**src/rtl/slot_rst_pkg.sv**
```systemverilog
package slot_rst_pkg;

    typedef enum logic [1:0] {
        MODE_PWR_EN   = 2'b00,
        MODE_PWR_GOOD = 2'b01,
        MODE_HOT_RST  = 2'b10,
        MODE_SPARE    = 2'b11
    } rst_mode_e;

    typedef enum logic [1:0] {
        S_OFF    = 2'b00,
        S_PWR_UP = 2'b01,
        S_RUN    = 2'b10,
        S_PWR_DN = 2'b11
    } seq_state_e;

endpackage

```
**src/rtl/slot_rst_us_timer.sv**
```systemverilog
// Microsecond down-counter with its own prescaler; the prescaler restarts
// on every load so a load of N yields exactly N*CLK_PER_US busy clocks.
module slot_rst_us_timer #(
    parameter int CLK_PER_US = 200,
    parameter int CNT_W      = 8,
    parameter int RST_VAL    = 0
) (
    input  logic             clk,
    input  logic             rst_n,
    input  logic             load,
    input  logic [CNT_W-1:0] load_val,
    output logic             busy
);
    localparam int PRE_W = (CLK_PER_US > 1) ? $clog2(CLK_PER_US) : 1;
    localparam logic [PRE_W-1:0] PRE_LAST = PRE_W'(CLK_PER_US - 1);

    logic [PRE_W-1:0] pre_cnt;
    logic [CNT_W-1:0] us_cnt;

    always_ff @(posedge clk or negedge rst_n) begin
        if (!rst_n) begin
            pre_cnt <= '0;
            us_cnt  <= CNT_W'(RST_VAL);
        end else if (load) begin
            pre_cnt <= '0;
            us_cnt  <= load_val;
        end else if (us_cnt != '0) begin
            if (pre_cnt == PRE_LAST) begin
                pre_cnt <= '0;
                us_cnt  <= us_cnt - 1'b1;
            end else begin
                pre_cnt <= pre_cnt + 1'b1;
            end
        end
    end

    assign busy = (us_cnt != '0);

endmodule

```
**src/rtl/slot_rst_sync.sv**
```systemverilog
// Multi-stage synchroniser for an asynchronous level, reset to zero.
module slot_rst_sync #(
    parameter int STAGES = 2
) (
    input  logic clk,
    input  logic rst_n,
    input  logic d,
    output logic q
);
    logic [STAGES-1:0] chain;

    generate
        if (STAGES == 1) begin : g_one
            always_ff @(posedge clk or negedge rst_n) begin
                if (!rst_n) chain <= '0;
                else        chain <= d;
            end
        end else begin : g_many
            always_ff @(posedge clk or negedge rst_n) begin
                if (!rst_n) chain <= '0;
                else        chain <= {chain[STAGES-2:0], d};
            end
        end
    endgenerate

    assign q = chain[STAGES-1];

endmodule

```
**src/rtl/slot_rst_seq.sv**
```systemverilog
// Power / reset sequencer state machine.
module slot_rst_seq
    import slot_rst_pkg::*;
(
    input  logic       clk,
    input  logic       rst_n,
    input  logic       pwr_ctl,
    input  logic [1:0] mode,
    input  logic       pg_sync,
    input  logic       hot_rst_req,
    input  logic       dly_busy,
    output logic       dly_load,
    output logic       dly_sel_dn,
    output logic       pwr_en_d,
    output logic       rst_req
);
    seq_state_e state, state_nx;
    rst_mode_e  mode_e;

    assign mode_e = rst_mode_e'(mode);

    // Next-state logic
    always_comb begin
        state_nx = state;
        unique case (state)
            S_OFF:    if (!pwr_ctl)      state_nx = S_PWR_UP;
            S_PWR_UP: if (pwr_ctl)       state_nx = S_PWR_DN;
                      else if (!dly_busy) state_nx = S_RUN;
            S_RUN:    if (pwr_ctl)       state_nx = S_PWR_DN;
            S_PWR_DN: if (!dly_busy)     state_nx = S_OFF;
            default:                     state_nx = S_OFF;
        endcase
    end

    // State register
    always_ff @(posedge clk or negedge rst_n) begin
        if (!rst_n) state <= S_OFF;
        else        state <= state_nx;
    end

    // Outputs
    always_comb begin
        dly_load   = 1'b0;
        dly_sel_dn = 1'b0;
        pwr_en_d   = 1'b1;
        rst_req    = 1'b1;
        unique case (state)
            S_OFF: begin
                pwr_en_d = 1'b0;
                dly_load = !pwr_ctl;
            end
            S_PWR_UP: begin
                dly_load   = pwr_ctl;
                dly_sel_dn = 1'b1;
            end
            S_RUN: begin
                dly_load   = pwr_ctl;
                dly_sel_dn = 1'b1;
                unique case (mode_e)
                    MODE_PWR_GOOD: rst_req = !pg_sync;
                    MODE_HOT_RST:  rst_req = hot_rst_req;
                    MODE_PWR_EN,
                    MODE_SPARE:    rst_req = 1'b0;
                    default:       rst_req = 1'b0;
                endcase
                if (pwr_ctl) rst_req = 1'b1;
            end
            S_PWR_DN: begin
                rst_req = 1'b1;
            end
            default: begin
                pwr_en_d = 1'b0;
            end
        endcase
    end

endmodule

```
**src/rtl/slot_rst_ctrl.sv**
```systemverilog
// Top: sequencer, delay timer, minimum-width stretcher, registered pins.
module slot_rst_ctrl
    import slot_rst_pkg::*;
#(
    parameter int CLK_PER_US = 200,
    parameter int MIN_RST_US = 200,
    parameter int DLY_W      = 8,
    parameter int PG_STAGES  = 2
) (
    input  logic             clk,
    input  logic             rst_n,
    input  logic             rst_pin_en,
    input  logic [1:0]       mode,
    input  logic             pwr_ctl,
    input  logic             pwr_good,
    input  logic             hot_rst_req,
    input  logic [DLY_W-1:0] pwr2rst_us,
    input  logic [DLY_W-1:0] rst2pwr_us,
    output logic             pwr_en,
    output logic             slot_rst_n,
    output logic             slot_rst_oe
);
    localparam int MIN_W = $clog2(MIN_RST_US + 1);
    localparam int CNT_W = (MIN_W > DLY_W) ? MIN_W : DLY_W;

    logic             pg_sync;
    logic             dly_load, dly_sel_dn, dly_busy;
    logic             pwr_en_d, rst_req;
    logic [CNT_W-1:0] dly_val;
    logic             min_load, min_busy, rst_hold;

    slot_rst_sync #(.STAGES(PG_STAGES)) u_pg_sync (
        .clk   (clk),
        .rst_n (rst_n),
        .d     (pwr_good),
        .q     (pg_sync)
    );

    slot_rst_seq u_seq (
        .clk         (clk),
        .rst_n       (rst_n),
        .pwr_ctl     (pwr_ctl),
        .mode        (mode),
        .pg_sync     (pg_sync),
        .hot_rst_req (hot_rst_req),
        .dly_busy    (dly_busy),
        .dly_load    (dly_load),
        .dly_sel_dn  (dly_sel_dn),
        .pwr_en_d    (pwr_en_d),
        .rst_req     (rst_req)
    );

    assign dly_val = dly_sel_dn ? CNT_W'(rst2pwr_us) : CNT_W'(pwr2rst_us);

    slot_rst_us_timer #(
        .CLK_PER_US (CLK_PER_US),
        .CNT_W      (CNT_W),
        .RST_VAL    (0)
    ) u_dly_tmr (
        .clk      (clk),
        .rst_n    (rst_n),
        .load     (dly_load),
        .load_val (dly_val),
        .busy     (dly_busy)
    );

    // Minimum-width stretcher: loads when a request meets a released pin.
    // Starts full after fundamental reset so the first pulse is covered.
    assign min_load = rst_req && slot_rst_n;

    slot_rst_us_timer #(
        .CLK_PER_US (CLK_PER_US),
        .CNT_W      (CNT_W),
        .RST_VAL    (MIN_RST_US)
    ) u_min_tmr (
        .clk      (clk),
        .rst_n    (rst_n),
        .load     (min_load),
        .load_val (CNT_W'(MIN_RST_US)),
        .busy     (min_busy)
    );

    assign rst_hold = rst_req || min_busy;

    // Registered pin outputs
    always_ff @(posedge clk or negedge rst_n) begin
        if (!rst_n) begin
            pwr_en      <= 1'b0;
            slot_rst_n  <= 1'b0;
            slot_rst_oe <= 1'b0;
        end else begin
            pwr_en      <= pwr_en_d;
            slot_rst_n  <= !rst_hold;
            slot_rst_oe <= rst_pin_en;
        end
    end

endmodule

```
**config.mk**
```make
export PLATFORM = sky130hd
export DESIGN_NAME = slot_rst_ctrl
export DESIGN_NICKNAME = d
export VERILOG_FILES = /design/src/rtl/slot_rst_pkg.sv /design/src/rtl/slot_rst_us_timer.sv /design/src/rtl/slot_rst_sync.sv /design/src/rtl/slot_rst_seq.sv /design/src/rtl/slot_rst_ctrl.sv
export SDC_FILE = /design/constraint.sdc
export NUM_CORES = 1
export LEC_CHECK = 0
export CAP_MARGIN = 20
export CORE_MARGIN = 4
export CORE_UTILIZATION = 29
export CTS_CLUSTER_DIAMETER = 100
export DETAILED_ROUTE_END_ITERATION = 10
export MAX_ROUTING_LAYER = met4
export PLACE_DENSITY_LB_ADDON = 0.1
export REMOVE_ABC_BUFFERS = 1
export SLEW_MARGIN = 5
export SYNTH_ARGS = -nofsm -noshare
export SYNTH_HDL_FRONTEND = slang
export SYNTH_SLANG_ARGS = --single-unit
```
**constraint.sdc**
```tcl
create_clock -name clk -period 2.9 [get_ports clk]
set_clock_uncertainty 0.15 [all_clocks]
set_input_delay 0.58 -clock clk [delete_from_list [all_inputs] [get_ports clk]]
set_output_delay 0.58 -clock clk [all_outputs]
set_load 0.01 [all_outputs]
```
# == Word level (Yosys, flattened, before mapping) ==
# Index checks and enable logic that the tools add are counted.
# classes
magnitude_cmp,0
n_eq_ne,12
muxes,25
n_mul,0
n_shift,0
div_mod_pow,0
bitwise,0
reduce_logical,18
add_sub_neg,4
# ops
operator,n
$mux W8,13
$add A8 B1 Y8 const B,2
$eq A8 B8 Y1 const B,2
$reduce_bool A8 Y1,2
$sub A8 B1 Y8 const B,2
$mux W2,5
$eq A2 B2 Y1 const B,4
$pmux W2 S4,1
$reduce_bool A2 Y1,4
$ne A2 B2 Y1 const B,3
$eq A2 B1 Y1 const B,2
$logic_not A2 Y1,2
$mux W1,4
$reduce_and A2 Y1,2
$reduce_and A4 Y1,1
$reduce_or A2 Y1,2
$logic_not A1 Y1,3
$ne A3 B3 Y1 const B,1
$pmux W1 S3,1
$pmux W1 S2,1
$logic_and A1 B1 Y1,1
$logic_or A1 B1 Y1,1
# totals
mem_bits_rw,0
n_memories,0
latch_bits,0
wordCells,68
output_inout_bits,3
rom_bits,0
regBits,39
in_bits,24

# == Depth between registers and ports, before layout ==
# logic_depth
ltp_word,8
ltp_mapped,7
ltp_nobuf,6

# == By module ==
# Synthesis repeated with hierarchy kept, for this count alone.
# unflattened
cells_unflattened,267
hier_area_um2,2573.7
# modules_own_cells
module,cells_per_inst,area_each_um2,seq_area_each_um2,n_inst
slot_rst_us_timer (u_min_tmr),113,1041.0,404.1,1
slot_rst_us_timer (u_dly_tmr),113,1037.2,400.4,1
slot_rst_ctrl,16,224.0,75.1,1
slot_rst_seq,23,221.5,50.0,1
slot_rst_sync,2,50.0,50.0,1

# == Worst setup path before layout ==
# Ideal clock, no wire load.
# synth_path
kind,flip-flop to flip-flop
from,register u_seq.state[0]
to,register u_dly_tmr.us_cnt[1]
path_buffers,1
arrival_time_ns,1.754
t_required_ns,2.607
setup_time_ns,0.143
synth_period_minus_slack_ns,2.047
stages_incl_launch_ff,7
path_slack_ns,0.853
path_cell_list,dfrtp_1 > inv_1 > ha_1 > nand2_1 > a21boi_1 > clkbuf_1 > a311oi_1
# synth_via
elab_chain_len,5
word_cells_on_any_way,11
cone_classes,2 x eq/ne; 4 x mux; 5 x reduce/logical
# synth_rtl
element,line,text
start: declaration,slot_rst_seq.sv:17,"seq_state_e state, state_nx;"
start signal: assignment,slot_rst_seq.sv:38,else state <= state_nx;
$eq A2 B1 Y1 / $eq A2 B2 Y1 (equally long branches),slot_rst_seq.sv:47,unique case (state)
$reduce_or A2 Y1 (no source line),--,
$pmux W1 S2 / $mux W1 (equally long branches),slot_rst_seq.sv:47,
$reduce_bool A2 Y1 (no source line) / $mux W8 (equally long branches),--,
$reduce_and A2 Y1 (no source line) / $mux W8 (equally long branches),--,
end signal: assignment,slot_rst_us_timer.sv:23,us_cnt <= CNT_W'(RST_VAL);
end signal: assignment,slot_rst_us_timer.sv:26,us_cnt <= load_val;
end signal: assignment,slot_rst_us_timer.sv:30,us_cnt <= us_cnt - 1'b1;
end: declaration,slot_rst_us_timer.sv:18,logic [CNT_W-1:0] us_cnt;
# Several ways; a longest one is shown, not always the timed one.
# A chain may end at the register's enable or synchronous reset.

# == Final worst setup path ==
# layout_path
from,register u_min_tmr.us_cnt[0]
to,register u_min_tmr.us_cnt[4]
# layout_via
elab_chain_len,4
word_cells_on_any_way,7
cone_classes,1 x add/sub; 3 x mux; 3 x reduce/logical
# layout_rtl
element,line,text
start: declaration,slot_rst_us_timer.sv:18,
start signal: assignment,slot_rst_us_timer.sv:23,
start signal: assignment,slot_rst_us_timer.sv:26,
start signal: assignment,slot_rst_us_timer.sv:30,
$sub A8 B1 Y8,slot_rst_us_timer.sv:30,
$mux W8,slot_rst_us_timer.sv:28,if (pre_cnt == PRE_LAST) begin
$mux W8,slot_rst_us_timer.sv:27,end else if (us_cnt != '0) begin
$mux W8,slot_rst_us_timer.sv:24,end else if (load) begin
# Several ways; a longest one is shown, not always the timed one. The select of a mux whose other input is x is not followed.

==> flow_summary_export.csv <==
group,metric,value,unit
yosys,ys_async_sr_fraction,100,%
sta,post_route_setup_tns,0,ns
floorplan,floorplan.core_area,7890,um2
setup_path,endpoint_kind,"flop",
setup_path,crit_family,"simple AND/OR/NAND/NOR gates",
sta,grt_setup_unrepaired,"false",
finish,design.final.nets,307,
clock_tree,cts.path.max_buffers,2,
finish,drive_above_1_share,11.0,%
setup_path,worst_path_max_delay_cell,"and2_1",
global_routing,globalRoute.totalOverflow,0,
outcome,outcome,"finished clean",
setup_path,crit_path_max_fanout,13,
global_routing,pin_count_of_the_biggest_net_entering_global_routing,40,
clock_tree,clock-root-buffer,"clkbuf_8",
power_and_ir_drop,power_per_cell_area,668,nW/um2
global_routing,vias_in_the_first_global_route,1887,
global_routing,all_layer_gr_usage,11.7,%
clock_tree,clkSinkCount,39,
finish,postLayoutCellArea,2870,um2
placement,port-buffer-count,26,
setup_path,crit-reg2reg-capture,"u_min_tmr.us_cnt[4]",
global_routing,wire_length_of_the_first_global_routing_pass,9.17,mm
setup_path,start_kind,"flop",
power_and_ir_drop,total_power,0.00192,W
yosys,synth_cell_type_count,57,
sta,relSlewSlack,39.1,%
floorplan,die_area,9790,um2
power_and_ir_drop,cellLeakagePower,1.11,nW
clock_tree,cts_tree,"built",
power_and_ir_drop,power_frac_seq,39.7,%
clock_tree,worst_skew_pair.late_latency,0.29,ns
sta,finalSetupViolations,0,
detailed_routing,vias,1916,
job,maxCapViolCount,0,
clock_tree,path_clk_slew,0.08,ns
setup_path,worst-path-buf-inv,1,
worst_hold_path,timing.hold.worst.start,"u_pg_sync.chain[0]",
setup_path,worst-endpoint-arrival,2.33,ns
detailed_routing,number_of_nets_still_failing_antenna_checks_after_routing,0,
sta,fin_crit_sh,78.1,%
power_and_ir_drop,vdd.ir_drop.worst,643,uV
floorplan,initial_core_util,30.4,%
yosys,synthFlopType,"dfrtp_1",
clock_tree,cts_inserted_buffers,5,
setup_path,cell_count_of_the_worst_reg_to_reg_path,6,
sta,final-hold-violation-count,0,
clock_tree,cts_resized,0,
detailed_routing,avgRoutedWirePerCell,14.0,um
floorplan,die_h,98.9,um
placement,globalplace.congestion,0.795,
detailed_routing,dr.first_iter.drc_count,69,
yosys,postSynthCellCount,243,
global_routing,grt_antenna_before_repair,0,
placement,detailed_place.area,2770,um2
yosys,ff_latch_count_synth,39,
sta,period_minus_slack,2.26,ns
power_and_ir_drop,p_int,0.00120,W
yosys,synth.cell_area,2400,um2
floorplan,row_count,32,
yosys,synth.yosys.seq_area_share,40.9,%
yosys,ys.warnings.count,0,
setup_path,cp_cell_sequence,"inv_1 > ha_1 > nor3b_1 > and2_1 > or4_1 > mux2i_1",
clock_tree,cts_setup_buffers,0,
sta,maxSlewViolCount,0,
placement,place_worst_setup_slack,0.499,ns
finish,n_antenna_cell,0,
detailed_routing,drtPass1Iterations,4,
sta,fmax,442,MHz
clock_tree,cts_hold_buffers,0,
floorplan,die_w,98.9,um
sta,worst-slew-pin-transition,0.913,ns
yosys,synth_edf_count,0,
power_and_ir_drop,relative_contribution_of_the_clock_network_to_total_power,21.6,%
worst_hold_path,hold_path_class,"flop to flop",
clock_tree,clock_tree.htree_level_count,2,
setup_path,critPathRequiredTime,2.96,ns
yosys,avg_cell_area_syn,9.87,um2
power_and_ir_drop,p_sw,0.000714,W
worst_hold_path,timing.hold.worst_endpoint,"u_pg_sync.chain[1]",
worst_hold_path,holdPathStages,0,
setup_path,critPathMaxStageDelay,0.52,ns
floorplan,ios,27,
setup_path,timing_worst_setup_path_type,"flop to flop",
sta,fin_worst_hold_slack,0.203,ns
sta,worst_slack,0.636,ns
detailed_routing,vias_per_cell,5.11,
power_and_ir_drop,combPwrFrac,38.7,%
power_and_ir_drop,switching_share,37.2,%
setup_path,critical_path.reg2reg.startpoint,"u_min_tmr.us_cnt[0]",
setup_path,ff_to_ff_setup_slack,0.64,ns
finish,relative_area_change_from_synthesis_to_final_layout,19.8,%
detailed_routing,remaining_drcs,0,
placement,post-dp-hpwl,3.71,mm
detailed_routing,wirelength,5.26,mm
[per-stage QoR]
stage	std cells	utilization [%]
6_report	375	36.4
5_1_grt	375	36.4
4_1_cts	375	36.4
3_5_place_dp	367	35.1
3_3_place_gp	367	35.1
2_1_floorplan	234	-
[layout by cell type (no fill, tap or decap), types with 3 or more instances in the layout]
cell type        netlist  layout
inv_1                 11      11
nor2_1                12      12
dfstp_2                3       3
clkbuf_8               0       7
nand2_1               15      15
a21oi_1               23      23
dfrtp_1               36      36
o21ai_1                7       7
xnor2_1                9       9
a31oi_1                3       3
buf_4                  0       5
nand3_1                9       9
or4_1                  5       5
nor3_1                 5       5
o21ai_0                3       3
ha_1                  11      11
clkdlybuf4s50_1        0      25
nor3b_1                3       3
or3_1                  7       7
a211oi_1              10      10
a21boi_1               3       3
nor4_2                 3       3
nor2b_1                8       8
a311oi_1               3       3
mux2i_1                5       5
and2_1                 3       3
[cell families after synthesis]
| family | Yosys count | synth area share (%) |
|---|---|---|
| muxes | 6 | 2.56 |
| adders and majority gates | 11 | 5.74 |
| buffers and inverters | 20 | 3.65 |
| xor gates and xnor gates | 9 | 3.29 |
| AOI/OAI and AO/OA | 67 | 20.1 |
| DFF | 39 | 40.9 |
| and+or+nand+nor | 91 | 23.8 |
[power by group through the flow]
stage	clock network, W	registers (W)	logic [W]
after floorplan	0	0.000747	0.000521
after global placement	0	0.000772	0.000752
final	0.000415	0.000761	0.000742
after detailed placement	0	0.000770	0.000753
after CTS	0.000436	0.000760	0.000759
after global routing	0.000456	0.000776	0.000864
[flip-flops by register name (all words and copies together), names as in the netlist]
signal	flops
u_dly_tmr.pre_cnt	8
u_dly_tmr.us_cnt	8
u_min_tmr.pre_cnt	8
u_min_tmr.us_cnt	8
u_pg_sync.chain	2
u_seq.state	2
pwr_en	1
slot_rst_n	1
slot_rst_oe	1
[layout make-up]
cell class,instances,area [um2]
flip-flops and latches,39,980
inverters,11,41.3
multi-input cells,184,1330
fillers,794,5020
clock buffers,8,100
repair buffers,31,293
well taps,102,128
[per-layer routing]
layer  track usage [%]  part of all wire (%)
met2              17.5                    44
met4              3.26                  0.84
met5                 -                     0
met1              16.0                    51
met3              2.26                   3.3
[Yosys cell counts (all sizes together) (4+ instances only)]
cell | instances | area, um2
a211oi | 11 | 87.6
nor2 | 13 | 51.3
nand2 | 15 | 56.3
dfrtp | 36 | 901
nor2b | 8 | 50.1
or4 | 5 | 37.5
nor3 | 6 | 35.0
or3 | 7 | 43.8
mux2i | 5 | 50.1
o21ai | 10 | 50.0
a21boi | 4 | 30.0
nor4 | 5 | 65.1
xnor2 | 9 | 78.8
a21oi | 23 | 115
buf | 6 | 35.0
inv | 11 | 41.3
ha | 11 | 138
nand3 | 9 | 45.0
[how the worst max path moves through the flow]
stage	from	end	slack (ns)	cells after the start
final	u_min_tmr.us_cnt[0]	u_min_tmr.us_cnt[4]	0.64	6
after global routing	u_min_tmr.us_cnt[0]	u_min_tmr.us_cnt[4]	0.52	6
after detailed placement	mode[0]	u_min_tmr.us_cnt[7]	0.50	5
after global placement	mode[0]	u_min_tmr.us_cnt[7]	0.51	5
after CTS	u_min_tmr.us_cnt[0]	u_min_tmr.us_cnt[4]	0.63	6
after floorplan	u_dly_tmr.us_cnt[0]	u_seq.state[1]	0.24	6
No activity file was read; power rests on OpenSTA's default activity.
